**src/rtl/spi_fifo_status_pkg.sv**
```systemverilog
package spi_fifo_status_pkg;
    localparam int FIFO_DEPTH   = 8;
    localparam int LVL_W        = 4;
    localparam int MASTER_LIMIT = 64;
    localparam int SLAVE_LIMIT  = 576;
    localparam int IDLE_W       = $clog2(SLAVE_LIMIT + 1);

    typedef struct packed {
        logic [LVL_W-1:0] level;
    } lvl_state_t;

    typedef struct packed {
        logic [IDLE_W-1:0] idle;
        logic              flag;
    } idle_state_t;
endpackage

```
**src/rtl/fifo_level_trk.sv**
```systemverilog
module fifo_level_trk
    import spi_fifo_status_pkg::*;
#(
    parameter int DEPTH = FIFO_DEPTH
) (
    input  logic             clk,
    input  logic             rst_n,
    input  logic             push,
    input  logic             pop,
    input  logic             clr,
    output logic [LVL_W-1:0] level,
    output logic             full,
    output logic             empty
);
    localparam logic [LVL_W-1:0] TOP = LVL_W'(DEPTH);

    lvl_state_t st_d, st_q;

    always_comb begin
        st_d = st_q;
        if (clr) begin
            st_d.level = '0;
        end else if (push && pop) begin
            st_d.level = st_q.level;
        end else if (push && (st_q.level != TOP)) begin
            st_d.level = st_q.level + 1'b1;
        end else if (pop && (st_q.level != '0)) begin
            st_d.level = st_q.level - 1'b1;
        end
    end

    always_ff @(posedge clk or negedge rst_n) begin
        if (!rst_n) st_q <= '0;
        else        st_q <= st_d;
    end

    assign level = st_q.level;
    assign full  = (st_q.level == TOP);
    assign empty = (st_q.level == '0);

    p_level_bound_r2: assert property (@(posedge clk) disable iff (!rst_n)
        level <= TOP);
    p_push_full_r4: assert property (@(posedge clk) disable iff (!rst_n)
        (full && push && !pop && !clr) |=> (level == TOP));
    p_pop_empty_r4: assert property (@(posedge clk) disable iff (!rst_n)
        (empty && pop && !push && !clr) |=> (level == '0));
    p_push_pop_r5: assert property (@(posedge clk) disable iff (!rst_n)
        (push && pop && !clr) |=> $stable(level));
endmodule

```
**src/rtl/rx_idle_timer.sv**
```systemverilog
module rx_idle_timer
    import spi_fifo_status_pkg::*;
#(
    parameter int M_LIMIT = MASTER_LIMIT,
    parameter int S_LIMIT = SLAVE_LIMIT
) (
    input  logic clk,
    input  logic rst_n,
    input  logic rx_empty,
    input  logic rd,
    input  logic master,
    input  logic tick,
    output logic flag
);
    localparam logic [IDLE_W-1:0] M_LAST = IDLE_W'(M_LIMIT - 1);
    localparam logic [IDLE_W-1:0] S_LAST = IDLE_W'(S_LIMIT - 1);

    idle_state_t st_d, st_q;
    logic              adv;
    logic              hit;
    logic [IDLE_W-1:0] last;

    always_comb begin
        st_d = st_q;
        adv  = master ? tick : 1'b1;
        last = master ? M_LAST : S_LAST;
        hit  = 1'b0;
        if (rd) begin
            st_d.idle = '0;
            st_d.flag = 1'b0;
        end else if (rx_empty) begin
            st_d.idle = '0;
        end else if (adv) begin
            if (st_q.idle >= last) begin
                hit = 1'b1;
            end else begin
                st_d.idle = st_q.idle + 1'b1;
            end
        end
        if (hit) st_d.flag = 1'b1;
    end

    always_ff @(posedge clk or negedge rst_n) begin
        if (!rst_n) st_q <= '0;
        else        st_q <= st_d;
    end

    assign flag = st_q.flag;

    p_read_clears_r9: assert property (@(posedge clk) disable iff (!rst_n)
        rd |=> !flag);
    p_empty_no_set_r10: assert property (@(posedge clk) disable iff (!rst_n)
        (rx_empty && !flag) |=> !flag);
    p_rise_needs_data_r7: assert property (@(posedge clk) disable iff (!rst_n)
        $rose(flag) |-> $past(!rx_empty && !rd));
endmodule

```
**src/rtl/spi_fifo_status_top.sv**
```systemverilog
module spi_fifo_status_top
    import spi_fifo_status_pkg::*;
#(
    parameter int DEPTH   = FIFO_DEPTH,
    parameter int M_LIMIT = MASTER_LIMIT,
    parameter int S_LIMIT = SLAVE_LIMIT
) (
    input  logic        clk,
    input  logic        rst_n,
    input  logic        tx_push,
    input  logic        tx_pop,
    input  logic        rx_push,
    input  logic        rx_pop,
    input  logic        rx_flush,
    input  logic        rx_sw_read,
    input  logic        master_mode,
    input  logic        sclk_tick,
    output logic [31:0] status_word,
    output logic        rx_timeout
);
    logic [LVL_W-1:0] tx_lvl, rx_lvl;
    logic tx_full, tx_empty, rx_full, rx_empty;

    fifo_level_trk #(.DEPTH(DEPTH)) u_tx_lvl (
        .clk(clk), .rst_n(rst_n), .push(tx_push), .pop(tx_pop), .clr(1'b0),
        .level(tx_lvl), .full(tx_full), .empty(tx_empty)
    );

    fifo_level_trk #(.DEPTH(DEPTH)) u_rx_lvl (
        .clk(clk), .rst_n(rst_n), .push(rx_push), .pop(rx_pop), .clr(rx_flush),
        .level(rx_lvl), .full(rx_full), .empty(rx_empty)
    );

    rx_idle_timer #(.M_LIMIT(M_LIMIT), .S_LIMIT(S_LIMIT)) u_idle (
        .clk(clk), .rst_n(rst_n), .rx_empty(rx_empty), .rd(rx_sw_read),
        .master(master_mode), .tick(sclk_tick), .flag(rx_timeout)
    );

    always_comb begin
        status_word          = '0;
        status_word[31:28]   = tx_lvl;
        status_word[27]      = tx_full;
        status_word[26]      = tx_empty;
        status_word[25]      = rx_full;
        status_word[24]      = rx_empty;
        status_word[20]      = rx_timeout;
        status_word[15:12]   = rx_lvl;
    end

    p_flush_empties_r11: assert property (@(posedge clk) disable iff (!rst_n)
        rx_flush |=> status_word[24]);
    p_flag_survives_flush_r11: assert property (@(posedge clk) disable iff (!rst_n)
        (rx_timeout && rx_flush && !rx_sw_read) |=> rx_timeout);
endmodule

```
**config.mk**
```make
export PLATFORM = sky130hd
export DESIGN_NAME = spi_fifo_status_top
export DESIGN_NICKNAME = d
export VERILOG_FILES = /design/src/rtl/spi_fifo_status_pkg.sv /design/src/rtl/fifo_level_trk.sv /design/src/rtl/rx_idle_timer.sv /design/src/rtl/spi_fifo_status_top.sv
export SDC_FILE = /design/constraint.sdc
export NUM_CORES = 1
export LEC_CHECK = 0
export ABC_AREA = 0
export BUFFER_PORTS_ARGS = -buffer_cell sky130_fd_sc_hd__buf_2
export CORE_MARGIN = 2
export CORE_UTILIZATION = 45
export DETAILED_ROUTE_END_ITERATION = 8
export PLACE_DENSITY_LB_ADDON = 0.2
export SYNTH_ARGS = -nofsm -noshare
export SYNTH_HDL_FRONTEND = slang
export SYNTH_SLANG_ARGS = --single-unit
export TNS_END_PERCENT = 1
```
**constraint.sdc**
```tcl
create_clock -name clk -period 6.1 [get_ports clk]
set_clock_uncertainty 0.15 [all_clocks]
set_input_delay 0.61 -clock clk [delete_from_list [all_inputs] [get_ports clk]]
set_output_delay 0.61 -clock clk [all_outputs]
set_load 0.01 [all_outputs]
```
## Yosys cells after proc, flatten, opt, wreduce, memory -nomap -nowiden

Cells that the tools add are included.

- Register bits after elaboration: 19
- Input port bits: 10

- Add/subtract/negate cells: 5
- Magnitude comparators: 1
- Reduce and logical (&&, ||, !) cells: 17
- Equal/unequal tests: 6
- Bitwise logic cells: 1
- Mux-type cells: 18

Operators by type and width:

| operator | number |
|---|---|
| $mux 10 | 5 |
| $mux 4 | 6 |
| $add 10x1->10 const B | 1 |
| $ge 10x10->1 | 1 |
| $add 4x1->4 const B | 2 |
| $eq 4x4->1 const B | 2 |
| $logic_not 4->1 | 2 |
| $ne 4x4->1 const B | 2 |
| $reduce_bool 4->1 | 2 |
| $sub 4x1->4 const B | 2 |
| $mux 1 | 7 |
| $logic_and 1x1->1 | 6 |
| $reduce_and 2->1 | 3 |
| $reduce_bool 3->1 | 2 |
| $reduce_bool 2->1 | 2 |
| $ne 3x3->1 const B | 1 |
| $ne 2x2->1 const B | 1 |
| $not 1->1 | 1 |

## Longest topological paths before layout

Gate-level depths: netlist of the first run.

- Depth in word-level cells: 7
- Mapped depth: 7
- Depth with buffers taken out: 7

## Cells and area by module

A second synthesis of the first run with hierarchy kept.

- Cells, all modules: 162
- Area total of the unflattened synthesis: 1448.9 um^2

By module, submodules not included:

| module | seq. area each (um^2) | times used | cells an instance | area each (um^2) |
|---|---|---|---|---|
| rx_idle_timer | 275.3 | 1 | 68 | 633.1 |
| fifo_level_trk at u_rx_lvl | 100.1 | 1 | 35 | 317.8 |
| fifo_level_trk at u_tx_lvl | 100.1 | 1 | 34 | 314.1 |
| spi_fifo_status_top | 0.0 | 1 | 25 | 183.9 |

## Worst setup path before layout of the first run

No wires, ideal clock.

- Kind: register -> register
- Start: reg u_tx_lvl.st_q, in the netlist u_tx_lvl.level[0]
- End: reg u_tx_lvl.st_q, in the netlist u_tx_lvl.level[3]
- Path slack: 3622 ps
- Arrival time: 2202 ps
- Data required time: 5824 ps
- Cell stages (with the launch flop): 8
- Period minus slack after synthesis: 2478 ps
- Library setup time: 126 ps
- Cells stage by stage: dfrtp_1 or3_1 o21ai_1 ha_1 a21oi_1 nand2_1 a311o_1 o311a_1

- Word-level cells in the longest chain between the ends: 4
- Elaborated cells between the ends (all ways): 10
- Classes of those cells: add/sub (2); eq/ne (1); mux (2); reduce/logical (5)

RTL lines:

| element | line | source |
|---|---|---|
| from (decl) | fifo_level_trk.sv:17 | `lvl_state_t st_d, st_q;` |
| from (signal assigned) | fifo_level_trk.sv:34 | `else st_q <= st_d;` |
| branches (longest 4 deep; another with $sub 4x1->4) | -- |  |

Parallel ways; which one is timed is not known. The select of a mux whose other input is x is not followed.
A chain may end at the register's enable or synchronous reset.

## Worst setup path after layout of the first run

Ends and elaborated chain as after synthesis.

==> results of run 1 <==
[per-stage QoR]
stage / utilization / std cells / power [µW] / area, µm² / hold slack, ps
detailed placement: 0.484 / 212 / 390 / 1470 / 352
global placement: 0.484 / 212 / 380 / 1470 / 340
finish: 0.493 / 216 / 448 / 1490 / 90.4
floorplan: - / 171 / 347 / 1490 / 164
global route: 0.493 / 216 / 491 / 1490 / 113
CTS: 0.493 / 216 / 454 / 1490 / 101
[path summary, 6_finish.rpt]
| check | slack, ps | cells after the start | start | endpoint |
|---|---|---|---|---|
| max | 3450 | 7 | u_tx_lvl.level[0]$_DFFE_PN0P_ | u_tx_lvl.level[3]$_DFFE_PN0P_ |
| min | 90 | 1 | rst_n | u_idle.st_q[4]$_DFFE_PN0P_ |
| max reg2reg | 3450 | 7 | u_tx_lvl.level[0]$_DFFE_PN0P_ | u_tx_lvl.level[3]$_DFFE_PN0P_ |
| min reg2reg | 370 | 2 | u_idle.flag$_DFFE_PN0P_ | u_idle.flag$_DFFE_PN0P_ |
| max in group asynchronous | 5420 | 1 | rst_n | u_rx_lvl.level[1]$_DFFE_PN0P_ |
| min in group clk | 350 | 2 | rx_sw_read | u_idle.flag$_DFFE_PN0P_ |
[layout by cell type (no fill, tap or decap), types with 3 or more instances in the layout]
| cell | n |
|---|---|
| nand3_1 | 4 |
| clkbuf_4 | 3 |
| o22ai_1 | 3 |
| xnor2_1 | 4 |
| nor2_1 | 13 |
| inv_1 | 6 |
| nand2_1 | 8 |
| o21ai_0 | 5 |
| buf_2 | 23 |
| nor2b_1 | 3 |
| a21oi_1 | 10 |
| or3_1 | 5 |
| conb_1 | 19 |
| ha_1 | 6 |
| dfrtp_1 | 19 |
| nand2b_1 | 7 |
[report_power, final]
part / leakage, µW / switching [µW] / internal [µW]
Clock: 0.0000150 / 36.3 / 25.4
Sequential: 0.000253 / 36.8 / 149
Combinational: 0.000420 / 106 / 94.6
Total: 0.000687 / 179 / 268
[cell type report]
cell class              count  share of cell area
multi-input cells         120               0.535
inverters                   6              0.0151
flip-flops and latches     19               0.319
repair buffers             23              0.0771
well taps                  44              0.0369
clock buffers               4              0.0176
[flip-flops by register name, summed over array words and instances (netlist names)]
signal,count
u_idle.flag,1
u_rx_lvl.level,4
u_idle.st_q,10
u_tx_lvl.level,4
[cells by family after synthesis]
family	after synthesis	synth area share
buf+inv	32	0.149
other cells	1	0.00265
simple gates	53	0.214
mux	5	0.0459
xor+xnor	6	0.0371
fa+ha+maj	8	0.0812
compound gates	29	0.134
flops	19	0.335
[routing by layer]
metal	vias up	GRT usage	share of wire	wire (µm)
met5	-	0	0	0
met4	0	0.0476	0.010	25
met3	2	0.0130	0.043	105
met2	29	0.264	0.50	1230
met1	504	0.200	0.45	1110
li1	536	-	-	-
==> flow_metrics.tcl, run 1 <==
set metrics [dict create \
    grt_pass1_vias 1011 \
    worst-path-buf-inv 0 \
    drc 0 \
    path_max_fanout 6 \
    vias 1071 \
    portBuffers 23 \
    ys.flop_type "dfrtp_1" \
    viasPerCell 4.96 \
    grt_overflow 0 \
    clock-root-buffer "clkbuf_4" \
    core_area_um2 3030 \
    nets 191 \
    final.setup.tns_ps 0 \
    synth-edff-count 0 \
    ctsHtreeMaxLevel 1 \
    layout-drive-gt1-share 0.209 \
    hold_violations 0 \
    drt_iter0_markers 28 \
    grt_max_degree 20 \
    ys_warn_count 0 \
    grt_usage 0.152 \
    yosysMostFrequentCell "buf_4" \
    clkSinkCount 19 \
    ant_nets 0 \
    synth_cells 153 \
    period_needed_ps 2650 \
    p_leak_uw 0.000687 \
    gp_congestion 0.790 \
    avgRoutedWirePerCell_um 11.4 \
    crit_path_cell_trace "or3_1, o21ai_1, ha_1, a21oi_1, nand2_1, a311o_1, o311a_1" \
    critPathMaxStageDelay_ps 470 \
    critPathKind "reg -> reg" \
    multi_input_area_um2 798 \
    dr.pass1.iters 5 \
    ys_top_cells_by_count "buf_4 (24), dfrtp_1 (19), nor2_1 (13)" \
    critPathRequiredTime_ps 6120 \
    die_h_um 60.1 \
    post-route-period-util 0.434 \
    clk_pin_slew_ps 110 \
    n_antenna_cell 0 \
    rows 20 \
    max-cap-violations 0 \
    crit_slowest_cell "dfrtp_1" \
    regArea_um2 475 \
    clockBufferDepth 2 \
    ios 43 \
    die_w_um 60.1 \
    syn2layout_area_growth_pct 5.30 \
    crit_arrival_ps 2670 \
    pre_cts_ws_ps 3470 \
    dp_hpwl_um 1980 \
    synth.avg_cell_area_um2 9.27 \
    clk_latency_ps 290 \
    cts_tree "done" \
    fillers 291 \
    async_reset_ff_frac 1.00 \
    fmax_mhz 378 \
    numCtsBuffers 3 \
    setup_viol 0 \
    crit_path_end_kind "flop" \
    initial_core_util 0.468 \
    grt_pass1_wl_um 4260 \
    synth_area_um2 1420 \
    netlist_top_cells_area "dfrtp_1 (34%), buf_4 (13%), ha_1 (5.3%), a21oi_1 (3.5%), nor2_1 (3.4%)" \
    antenna_found_initial 0 \
    timing.final.ws_setup_ps 3450 \
    ir_drop_mv 0.148 \
    ys_seq_elements 19 \
    synth_area_leader_cell "dfrtp_1" \
    ctsResizeCount 0 \
    design.die.area_um2 3620 \
    yosysUniqueCellTypes 40 \
    rsz0062_at_grt "false" \
    hold_class "in -> async" \
    status "finished clean" \
    drt-total-wl_um 2470 \
    cp-start-kind "flop" \
    critPathTopFamily "compound AO/OA/AOI/OAI gates" \
    yosysSeqAreaShare 0.335 \
    maxSlewViolCount 0 \
    cts_setup_buffers 0 \
    tightestPinTransition_ps 494 \
    power_density_nw_per_um2 300 \
    hold_buffers 0 \
    relSlewSlack 0.668 \
    synth_top_area_frac 0.335 \
]
Note: power is estimated with default switching activity, not from simulation.
==> inputs of run 2 (changes only) <==
Clock period 6.1 ns to 2.3 ns, I/O delays scaled along.
==> run 2 against run 1 <==
Net effect: utilization up 4.5 points; wire length rose by 8.6%; clock power rose to 2.8 times the previous value; register-to-register slack worse by 3400 ps; clock-buffer cell count is the same; sequential power increased by 140%; non-clock buffer count up 11; critical path depth did not move; fmax is 17% higher; largest cell class unchanged; largest power group unchanged; highest routed layer unchanged.
==> flow_metrics.tcl, run 2 (same netlist as run 1, synthesis figures left out) <==
set metrics [dict create \
    status "finished clean" \
    final_cell_mix "buf_2 (23), conb_1 (19), dfrtp_1 (18)" \
    busiest_layer "met2" \
    clk_pin_slew_ps 100 \
    ff2ff_setup_slack_ps 40 \
    design_area_um2 1630 \
    top_register "u_idle.st_q" \
    die_h_um 60.1 \
    clock-root-buffer "clkbuf_4" \
    numCtsBuffers 3 \
    p_leak_uw 0.000747 \
    design.die.area_um2 3620 \
    grt_pass1_vias 1078 \
    critPathKind "reg -> reg" \
    hold_violations 0 \
    post-route-period-util 0.984 \
    placed_cell_area_um2 1560 \
    initial_core_util 0.468 \
    clockPowerShare 0.126 \
    clockBufferDepth 2 \
    nets 202 \
    ios 43 \
    crit_path_cell_trace "or3_4, o21ai_4, ha_4, a21oi_4, nand2_1, a311o_1, o311a_1" \
    cts_tree "done" \
    ctsHtreeMaxLevel 1 \
    crit_arrival_ps 2300 \
    rsz0062_at_grt "true" \
    syn2layout_area_growth_pct 15.0 \
    crit_path_end_kind "flop" \
    viasPerCell 5.07 \
    dr.pass1.iters 4 \
    crit_slowest_cell "or3_4" \
    p_int_uw 813 \
    ir_drop_mv 0.412 \
    path_max_fanout 4 \
    hold_class "in -> reg" \
    antenna_found_initial 0 \
    hold-path-endpoint "u_tx_lvl.level[3]$_DFFE_PN0P_" \
    fmax_mhz 442 \
    critPathMaxStageDelay_ps 420 \
    critPathRequiredTime_ps 2340 \
    grt_use_met2 0.273 \
    period_needed_ps 2260 \
    maxSlewViolCount 0 \
    grt_usage 0.164 \
    placed_cells 220 \
    avgRoutedWirePerCell_um 11.8 \
    comb_power_share 0.544 \
    reg2reg_to "u_tx_lvl.level[3]$_DFFE_PN0P_" \
    swShare 0.400 \
    min_path_cells 2 \
    drt-total-wl_um 2680 \
    drc 0 \
    grt_max_degree 20 \
    hold_path_startpoint "tx_push" \
    setup_viol 0 \
    drt_iter0_markers 42 \
    instances_no_fill 227 \
    reg_top3 "u_idle.st_q: 10 flops, u_rx_lvl.level: 4 flops, u_tx_lvl.level: 4 flops" \
    cts_setup_buffers 0 \
    gp_congestion 0.779 \
    clkSinkCount 19 \
    layout-drive-gt1-share 0.273 \
    n_antenna_cell 0 \
    portBuffers 23 \
    power_density_nw_per_um2 831 \
    grt_pass1_wl_um 4590 \
    largest_reg_flops 10 \
    seqPwrFrac 0.330 \
    rows 20 \
    reg2reg_depth 7 \
    ant_nets 0 \
    grt_overflow 0 \
    r2r_start "u_tx_lvl.level[0]$_DFFE_PN0P_" \
    clk_latency_ps 300 \
    vias 1152 \
    use_met1 0.217 \
    p_switching_uw 542 \
    max-cap-violations 0 \
    met3_usage 0.0216 \
    dp_hpwl_um 2110 \
    cp-start-kind "flop" \
    core_area_um2 3030 \
    die_w_um 60.1 \
    layout_commonest_cell "buf_2" \
]
-- run 2: cell count changes in the layout (fill, tap and decap cells not counted) --
| cell | delta |
|---|---|
| o21ai_4 | +1 |
| o21ai_1 | -1 |
| dfrtp_1 | -1 |
| a21oi_4 | +1 |
| nor4b_2 | +1 |
| or3_4 | +1 |
| or3_1 | -1 |
| buf_4 | +8 |
| dlygate4sd3_1 | +3 |
| ha_4 | +1 |
| nor4b_1 | -1 |
| dfrtp_2 | +1 |
| ha_1 | -1 |
| a21oi_1 | -1 |
-- run 2: power groups by stage --
| stage | clock [µW] | sequential [µW] | combinational, µW |
|---|---|---|---|
| after global routing | 195 | 457 | 819 |
| after floorplan | 0 | 514 | 454 |
| final | 171 | 447 | 736 |
| after detailed placement | 0 | 452 | 715 |
| after global placement | 0 | 447 | 687 |
| after CTS | 178 | 446 | 722 |
-- run 2: worst max-delay path by stage --
stage	endpoint	depth (start not counted)	start	slack (ps)
2_1_floorplan	u_tx_lvl.level[3]$_DFFE_PN0P_	7	u_tx_lvl.level[0]$_DFFE_PN0P_	30
3_3_place_gp	u_tx_lvl.level[3]$_DFFE_PN0P_	7	u_tx_lvl.level[0]$_DFFE_PN0P_	80
3_5_place_dp	u_tx_lvl.level[3]$_DFFE_PN0P_	7	u_tx_lvl.level[0]$_DFFE_PN0P_	30
4_1_cts	u_tx_lvl.level[3]$_DFFE_PN0P_	7	u_tx_lvl.level[0]$_DFFE_PN0P_	1
5_1_grt	u_tx_lvl.level[3]$_DFFE_PN0P_	7	u_tx_lvl.level[0]$_DFFE_PN0P_	-50
6_report	u_tx_lvl.level[3]$_DFFE_PN0P_	7	u_tx_lvl.level[0]$_DFFE_PN0P_	40
-- run 2: per-layer routing --
metal	part of all wire	wire, µm
met2	0.50	1350
met5	0	0
met1	0.44	1180
met4	0.017	46
met3	0.042	112
-- run 2: layout make-up --
| class | count | area (µm²) |
|---|---|---|
| clock buffers | 4 | 26.3 |
| fillers | 294 | 1400 |
| inverters | 6 | 22.5 |
| multi-input cells | 120 | 845 |
| flip-flops and latches | 19 | 477 |
| well taps | 44 | 55.1 |
| repair buffers | 34 | 205 |
-- run 2: stage by stage --
step           TNS, ps   util  total power, µW  worst slack, ps  hold slack [ps]
6_report             0  0.538             1350             35.7              134
5_1_grt           -138  0.538             1470            -51.8              129
4_1_cts              0  0.534             1350            0.982              123
3_5_place_dp         0  0.515             1170             31.9             46.2
3_3_place_gp         0  0.515             1130             76.0             40.4
2_1_floorplan        0      -              968             30.8             -216
-- run 2: worst max-delay path, delay by kind of cell, from the launching register on --
family | cells | cell delay [ps]
AO/OA/AOI/OAI | 4 | 840
AND/OR/NAND/NOR | 2 | 510
adder cells (fa/ha/maj) | 1 | 250
flip-flops | 1 | 410
-- run 2: repair_timing --
item,in CTS,in global routing
resized for setup,0,2
endpoints found under the setup margin,0,4
endpoints found under the hold margin,24,0
hold buffers,3,0
==> inputs of run 3 (changes only) <==
Settings changed: MAX_ROUTING_LAYER from default to met4.
==> run 3 against run 2 <==
Net effect: critical endpoint unchanged; clock power is essentially flat; fmax about the same; largest cell class unchanged; sequential cell count is the same; combinational power hardly changed; global-route usage is 0.48 points higher; non-clock buffer count stayed put; sequential share of layout area stayed put; worst hold slack hardly changed.
==> flow_metrics.tcl, run 3 (same netlist as run 1, synthesis figures left out) <==
set metrics [dict create \
    status "finished clean" \
    p_leak_uw 0.000747 \
    crit_path_cell_trace "or3_4, o21ai_4, ha_4, a21oi_4, nand2_1, a311o_1, o311a_1" \
    instances_no_fill 227 \
    grt_max_degree 20 \
    antenna_found_initial 0 \
    design.die.area_um2 3620 \
    syn2layout_area_growth_pct 15.0 \
    clk_pin_slew_ps 100 \
    power_density_nw_per_um2 831 \
    critPathTopFamily "compound AO/OA/AOI/OAI gates" \
    ios 43 \
    clock-root-buffer "clkbuf_4" \
    placed_cell_area_um2 1560 \
    placed_cells 220 \
    dr.pass1.iters 4 \
    ff2ff_setup_slack_ps 40 \
    hold_class "in -> reg" \
    fmax_mhz 442 \
    viasPerCell 5.07 \
    rsz0062_at_grt "true" \
    setup_viol 0 \
    grt_use_met2 0.273 \
    clockPowerShare 0.126 \
    die_w_um 60.1 \
    max-cap-violations 0 \
    die_h_um 60.1 \
    crit_path_end_kind "flop" \
    total_power_uw 1350 \
    path_max_fanout 4 \
    core_area_um2 3030 \
    crit_slowest_cell "or3_4" \
    clk_latency_ps 300 \
    avgRoutedWirePerCell_um 11.8 \
    period_needed_ps 2260 \
    clockBufferDepth 2 \
    vias 1152 \
    clkSinkCount 19 \
    rows 20 \
    numCtsBuffers 3 \
    nets 202 \
    cp-start-kind "flop" \
    grt_pass1_wl_um 4600 \
    critPathMaxStageDelay_ps 420 \
    initial_core_util 0.468 \
    reg2reg_to "u_tx_lvl.level[3]$_DFFE_PN0P_" \
    p_switching_uw 542 \
    ir_drop_mv 0.412 \
    multi_input_area_um2 845 \
    hold_path_startpoint "tx_push" \
    use_met1 0.217 \
    cts_setup_buffers 0 \
    final_cell_mix "buf_2 (23), conb_1 (19), dfrtp_1 (18)" \
    drt-total-wl_um 2680 \
    ctsHtreeMaxLevel 1 \
    reg2reg_depth 7 \
    ant_nets 0 \
    layout-drive-gt1-share 0.273 \
    hold-path-endpoint "u_tx_lvl.level[3]$_DFFE_PN0P_" \
    cts_tree "done" \
    comb_power_share 0.544 \
    busiest_layer "met2" \
    drt_iter0_markers 39 \
    grt_usage 0.168 \
    grt_overflow 0 \
    worst-path-buf-inv 0 \
    r2r_start "u_tx_lvl.level[0]$_DFFE_PN0P_" \
    gp_congestion 0.790 \
    layout_commonest_cell "buf_2" \
    seqPwrFrac 0.330 \
    crit_arrival_ps 2300 \
    critPathKind "reg -> reg" \
    hold_violations 0 \
    p_int_uw 813 \
    regArea_um2 477 \
    largest_reg_flops 10 \
    maxSlewViolCount 0 \
    fillers 294 \
    dp_hpwl_um 2110 \
    grt_pass1_vias 1078 \
    design_area_um2 1630 \
    met3_usage 0.0216 \
    critPathRequiredTime_ps 2340 \
    min_path_cells 2 \
    n_antenna_cell 0 \
    post-route-period-util 0.984 \
    portBuffers 23 \
    top_register "u_idle.st_q" \
    reg_top3 "u_idle.st_q: 10 flops, u_rx_lvl.level: 4 flops, u_tx_lvl.level: 4 flops" \
    drc 0 \
    swShare 0.400 \
]
[run 3: worst reg2reg max path, stage by stage (launching register included)]
cell and delay, ps:
dfrtp_2 410, or3_4 420, o21ai_4 210, ha_4 250, a21oi_4 160, nand2_1 90, a311o_1 350, o311a_1 120
[run 3: cell type report]
| type | instances | share of cell area |
|---|---|---|
| multi-input cells | 120 | 0.518 |
| flip-flops and latches | 19 | 0.292 |
| repair buffers | 34 | 0.126 |
| well taps | 44 | 0.0338 |
| clock buffers | 4 | 0.0161 |
| inverters | 6 | 0.0138 |
[run 3: power by group through the flow]
stage | combinational [µW] | sequential, µW | clock [µW]
floorplan | 454 | 514 | 0
global placement | 687 | 447 | 0
detailed placement | 715 | 452 | 0
CTS | 722 | 446 | 178
global route | 819 | 457 | 195
finish | 737 | 447 | 171
[run 3: how the worst max path moves through the flow]
stage / from / endpoint / depth (start not counted)
3_3_place_gp: u_tx_lvl.level[0]$_DFFE_PN0P_ / u_tx_lvl.level[3]$_DFFE_PN0P_ / 7
3_5_place_dp: u_tx_lvl.level[0]$_DFFE_PN0P_ / u_tx_lvl.level[3]$_DFFE_PN0P_ / 7
5_1_grt: u_tx_lvl.level[0]$_DFFE_PN0P_ / u_tx_lvl.level[3]$_DFFE_PN0P_ / 7
6_report: u_tx_lvl.level[0]$_DFFE_PN0P_ / u_tx_lvl.level[3]$_DFFE_PN0P_ / 7
2_1_floorplan: u_tx_lvl.level[0]$_DFFE_PN0P_ / u_tx_lvl.level[3]$_DFFE_PN0P_ / 7
4_1_cts: u_tx_lvl.level[0]$_DFFE_PN0P_ / u_tx_lvl.level[3]$_DFFE_PN0P_ / 7
[run 3: what timing repair did]
item / 4_1_cts / 5_1_grt
resized for setup: 0 / 2
setup endpoints to repair: 0 / 4
hold buffers: 3 / 0
hold endpoints to repair: 24 / 0
[run 3: routing by layer]
metal	part of all wire	routed length, µm
met5	0	0
met4	0.017	46
met3	0.042	112
met2	0.50	1350
met1	0.44	1180
[run 3: per-stage QoR]
step	TNS (ps)	hold WS [ps]	util	setup WS [ps]
global placement	0	40.4	0.515	76.0
CTS	0	123	0.534	0.982
floorplan	0	-216	-	30.8
finish	0	134	0.538	35.7
global route	-138	129	0.538	-51.8
detailed placement	0	46.2	0.515	31.9
